--- config.mk ---
export PLATFORM = sky130hd
export DESIGN_NAME = i2c_regbank
export DESIGN_NICKNAME = d
export VERILOG_FILES = /design/src/rtl/i2c_regbank.sv
export SDC_FILE = /design/constraint.sdc
export NUM_CORES = 1
export LEC_CHECK = 0
export BUFFER_PORTS_ARGS = -buffer_cell sky130_fd_sc_hd__buf_2
export CORE_MARGIN = 1.5
export CORE_UTILIZATION = 51
export CTS_CLUSTER_DIAMETER = 150
export CTS_CLUSTER_SIZE = 12
export DETAILED_ROUTE_END_ITERATION = 6
export HOLD_SLACK_MARGIN = 0.1
export PLACE_DENSITY = 0.75
export SYNTH_ARGS = -nofsm -noshare
export SYNTH_HDL_FRONTEND = slang
export SYNTH_SLANG_ARGS = --single-unit
--- constraint.sdc ---
create_clock -name clk -period 2 [get_ports clk]
set_input_delay 0.4 -clock clk [delete_from_list [all_inputs] [get_ports clk]]
set_output_delay 0.4 -clock clk [all_outputs]
set_load 0.01 [all_outputs]
--- src/rtl/i2c_regbank.sv ---
module i2c_regbank #(
  parameter int         NUM_REGS = 19,
  parameter logic [6:0] DEV_ADDR = 7'h71,
  parameter int         SYNC     = 2
) (
  input  logic                  clk,
  input  logic                  rst_n,
  input  logic                  scl_i,
  input  logic                  sda_i,
  output logic                  sda_oe,
  output logic [NUM_REGS*8-1:0] reg_q
);
  localparam int PW = $clog2(NUM_REGS);

  typedef enum logic [3:0] {
    S_IDLE = 4'd0, S_ADDR = 4'd1, S_AACK = 4'd2, S_REG = 4'd3, S_RACK = 4'd4,
    S_WDAT = 4'd5, S_WACK = 4'd6, S_TX = 4'd7, S_MACK = 4'd8, S_LOAD = 4'd9
  } state_t;

  state_t          st;
  logic [SYNC-1:0] scl_s, sda_s;
  logic            scl_d, sda_d, rw;
  logic [2:0]      cnt;
  logic [6:0]      sh;
  logic [PW-1:0]   ptr;
  logic [7:0]      regs [NUM_REGS];

  wire scl      = scl_s[SYNC-1];
  wire sda      = sda_s[SYNC-1];
  wire rise     = scl & ~scl_d;
  wire fall     = ~scl & scl_d;
  wire start_det = scl & scl_d & sda_d & ~sda;
  wire stop_det  = scl & scl_d & ~sda_d & sda;
  wire last     = (cnt == 3'd7);
  wire [7:0] byte_in = {sh, sda};
  wire [PW-1:0] ptr_nxt = (ptr == PW'(NUM_REGS-1)) ? '0 : ptr + PW'(1);

  always_ff @(posedge clk or negedge rst_n) begin
    if (!rst_n) begin
      scl_s <= '1;
      sda_s <= '1;
      scl_d <= 1'b1;
      sda_d <= 1'b1;
    end else begin
      scl_s <= {scl_s[SYNC-2:0], scl_i};
      sda_s <= {sda_s[SYNC-2:0], sda_i};
      scl_d <= scl;
      sda_d <= sda;
    end
  end

  always_ff @(posedge clk or negedge rst_n) begin
    if (!rst_n) begin
      st     <= S_IDLE;
      cnt    <= '0;
      sh     <= '0;
      ptr    <= '0;
      rw     <= 1'b0;
      sda_oe <= 1'b0;
      for (int i = 0; i < NUM_REGS; i++) regs[i] <= '0;
    end else if (start_det) begin
      st     <= S_ADDR;
      cnt    <= '0;
      sda_oe <= 1'b0;
    end else if (stop_det) begin
      st     <= S_IDLE;
      sda_oe <= 1'b0;
    end else begin
      case (st)
        S_ADDR, S_REG, S_WDAT: if (rise) begin
          sh  <= byte_in[6:0];
          cnt <= cnt + 3'd1;
          if (last) begin
            if (st == S_ADDR) begin
              if (byte_in[7:1] == DEV_ADDR) begin
                st <= S_AACK;
                rw <= byte_in[0];
              end else begin
                st <= S_IDLE;
              end
            end else if (st == S_REG) begin
              ptr <= (int'(byte_in) < NUM_REGS) ? byte_in[PW-1:0] : '0;
              st  <= S_RACK;
            end else begin
              regs[ptr] <= byte_in;
              ptr       <= ptr_nxt;
              st        <= S_WACK;
            end
          end
        end
        S_AACK, S_RACK, S_WACK: if (fall) begin
          if (!sda_oe) begin
            sda_oe <= 1'b1;
          end else if (st == S_AACK && rw) begin
            sh     <= regs[ptr][6:0];
            sda_oe <= ~regs[ptr][7];
            ptr    <= ptr_nxt;
            cnt    <= '0;
            st     <= S_TX;
          end else begin
            sda_oe <= 1'b0;
            cnt    <= '0;
            st     <= (st == S_AACK) ? S_REG : S_WDAT;
          end
        end
        S_TX: if (fall) begin
          if (last) begin
            sda_oe <= 1'b0;
            cnt    <= '0;
            st     <= S_MACK;
          end else begin
            sda_oe <= ~sh[6];
            sh     <= {sh[5:0], 1'b0};
            cnt    <= cnt + 3'd1;
          end
        end
        S_MACK: if (rise) st <= sda ? S_IDLE : S_LOAD;
        S_LOAD: if (fall) begin
          sh     <= regs[ptr][6:0];
          sda_oe <= ~regs[ptr][7];
          ptr    <= ptr_nxt;
          cnt    <= '0;
          st     <= S_TX;
        end
        default: st <= S_IDLE;
      endcase
    end
  end

  for (genvar g = 0; g < NUM_REGS; g++) begin : g_out
    assign reg_q[g*8 +: 8] = regs[g];
  end
endmodule


==> metrics <==
most frequent cells in the layout=167 x dfrtp_1, 155 x buf_2, 153 x mux2_4; Clock Tree Buf Depth=2; Hold WS=0.356 ns; nets@finish=930; crit path from=scl_s[1]; Peak Freq=~470 MHz; Core Util, Final=between 70% and 80%; Routed Antenna Nets=0; pwr dens=about 1000 nW/um^2; ys async rst share=between 90% and 100%; Die Ht=between 100 and 150 microns; Post-Syn Area=8960 sq um; most common cell after layout, fill and taps aside=dfrtp_1; Switching Share=36.8%; drt wl/cell=~27 microns; share of layout cells above drive strength 1=about three fifths; worst vdd ir=roughly 0.00066 V; Most common cell on crit path=nor2_4; Comb power frac=between 40 and 50%; post-synthesis net count=just under 700; critical path capture point type=flip-flop; Sinks on Clock Net=between 150 and 200; Max Transition Viols Final=0; Slew Limit Headroom=about 63%; outcome=finished with violations; Final Skew=0.0196 ns; Reg power frac=between 30% and 40%; min Tclk post-route=roughly 2.1 ns; CTS buffer count=17; # DRC=0; post-route clock period utilization=107%; # IOs=157; Power Internal=8.01 mW; H-tree levels=4; Initial Util=between 50% and 60%; total wire length=30700 microns; DR iter-0 viols=682; post-synth cell types=63; PnR worst setup slack=-0.150 ns; Synth-to-Final Area Change=40.9%; CTS tree=done; failing checks=negative setup slack; antenna violations before repair=0; CP Max Fanout=7; max-cap viol count=0; worst-margin pin slew=0.560 ns; final setup fails=roughly 160; TritonRoute pass-1 iters=7; DIE AREA=~18000 sq um; CP arrival=about 2.5 ns; GRT Util Overall=between 30% and 40%; core area=~17000 sq um; Cells after Synth=about 670; Post-DP HPWL=roughly 20000 microns; first-pass GRT wire length=between 40000 and 50000 microns; Syn Area/Cell=~13 sq um; Clk network pwr share=approximately 27%; die width=136 microns; cell family with most CP delay=simple AND/OR/NAND/NOR gates; Worst path max stage delay=~0.53 ns; largest net degree at the start of global routing=56; grt total ovfl=0; Clk Latency, worst-skew pair=between 0.4 and 0.5 ns; Top FF cell, synth=dfrtp_1; vias per cell=approximately 6.3; crit start category=flip-flop; slowest stage cell on the critical path=dfstp_2; sw power=4.66 mW; #FFs+latches synth=between 150 and 200; fill count=1029; min-delay worst type=flip-flop to flip-flop; RePlAce Congestion=between 0.8 and 0.9; Fin. Hold Viols=0; crit path kind=flip-flop to flip-flop; RSZ-0062 raised after global routing=yes; Ant. Diodes=0; crit-path cells=and2b_1 > nand4_1 > nor2_4 > buf_8 > nand2_8 > nor2_4 > buf_12 > mux2_4; hold path start=sda_s[0]; count of flip-flops with a built-in enable after synthesis=0; Critical Path RT=2.31 ns; Leak=between 6 and 7 nW; vias in the first global route=7369; row cnt=48; total number of vias=~7.3k; I/O Buffers=between 150 and 200; Post-Layout Inst Area=approximately 13000 sq um; R2R Path Start=scl_s[1]; placed cell area=between 10000 and 15000 sq um; sequential area share after synthesis=approximately 50%; Root Driver=clkbuf_16; Clock Pin Slew Worst Setup and Hold Paths=0.07 ns; Worst Path Buf+Inv=2; synthesis warning total=0
-- layout make-up --
class                           count  area (sq um)  area share, %
Clock buffer                       23           488           3.86
Inverter                            9          33.8          0.268
Clock inverter                      9           118          0.931
Sequential cell                   179          4490           35.6
Tap cell                          225           282           2.23
Timing Repair Buffer              280          2160           17.1
Multi-Input combinational cell    433          5050           40.0
-- per-layer routing --
metal,vias up,part of all wire [%],wire (microns),GRT usage [%]
met2,421,49,15200,52.9
met4,0,3.7,1130,12.1
li1,2982,-,-,-
met1,3862,40,12300,42.9
met5,-,0,0,0
met3,79,6.8,2080,7.52
-- power groups by stage --
stage          combinational [mW]  sequential, mW  clock [mW]
6_report                     5.10            4.12        3.45
5_1_grt                      5.34            4.14        3.63
4_1_cts                      4.35            4.10        3.46
3_5_place_dp                 3.86            4.19           0
3_3_place_gp                 3.77            4.18           0
2_1_floorplan                2.53            4.01           0
-- worst register-to-register path: cells and delay by family (launching register included) --
family	cells	cell delay (ns)
and+or+nand+nor	5	0.85
buffers and inverters	2	0.34
muxes	1	0.31
DFF	1	0.53
-- logic make-up (layout without fill, tap and decap cells) --
| logic type | count (synthesis) | count (layout) | share of synthesized area [%] |
|---|---|---|---|
| simple gates | 125 | 125 | 9.09 |
| buf+inv | 55 | 321 | 2.96 |
| mux | 202 | 202 | 29.3 |
| xor+xnor | 1 | 1 | 0.0977 |
| flops | 179 | 179 | 50.0 |
| compound gates | 98 | 99 | 7.65 |
| fa+ha+maj | 6 | 6 | 0.837 |
-- cells in the mapped netlist, types with 8 or more instances --
master    instances  area (sq um)
inv_1             9          33.8
dfrtp_1         173          4330
mux4_2           26           586
mux2i_1          11           110
nor2_1           23          86.3
nor3_1            9          45.0
nor2_4           16           180
a21oi_1          21           105
mux2_1           36           405
nand4_1           8          50.1
buf_2            19          95.1
mux2_2          124          1400
a22oi_1          12          90.1
nand3_1           9          45.0
nand2_1          23          86.3
o21ai_0          19          95.1
clkbuf_1         19          71.3
-- stage by stage --
stage / instances / total power [mW] / TNS, ns / setup WS [ns]
after floorplan: 666 / 6.54 / 0 / 0.00301
after global placement: 1100 / 7.95 / -16.53 / -0.159
after detailed placement: 1100 / 8.04 / -22.98 / -0.208
after CTS: 1146 / 11.9 / -7.09 / -0.0991
after global routing: 1158 / 13.1 / -21.73 / -0.208
final: 1158 / 12.7 / -11.36 / -0.150
-- what timing repair did --
action / in CTS / in global routing
gates cloned: 0 / 3
setup endpoints to repair: 168 / 171
hold buffers: 3 / 0
pin swaps: 31 / 30
endpoints found under the hold margin: 50 / 0
setup buffers: 11 / 10
resized for setup: 160 / 87
-- state kept, by name, indices dropped and copies added (netlist names) --
signal	count
sh	7
sda_d	1
reg_q	152
sda_s	2
rw	1
st	4
ptr	5
scl_d	1
scl_s	2
cnt	3
sda_oe	1
-- path summary, 6_finish.rpt --
check | slack [ns] | to | cells past startpoint
setup / recovery | -0.15 | reg_q[72] | 8
hold / removal | 0.36 | sda_s[1] | 0
setup reg to reg | -0.15 | reg_q[72] | 8
hold reg to reg | 0.36 | sda_s[1] | 0
max in group asynchronous | 0.82 | reg_q[121] | 3
min in group asynchronous | 0.51 | reg_q[145] | 2
Power figures use the tool's default switching activity.
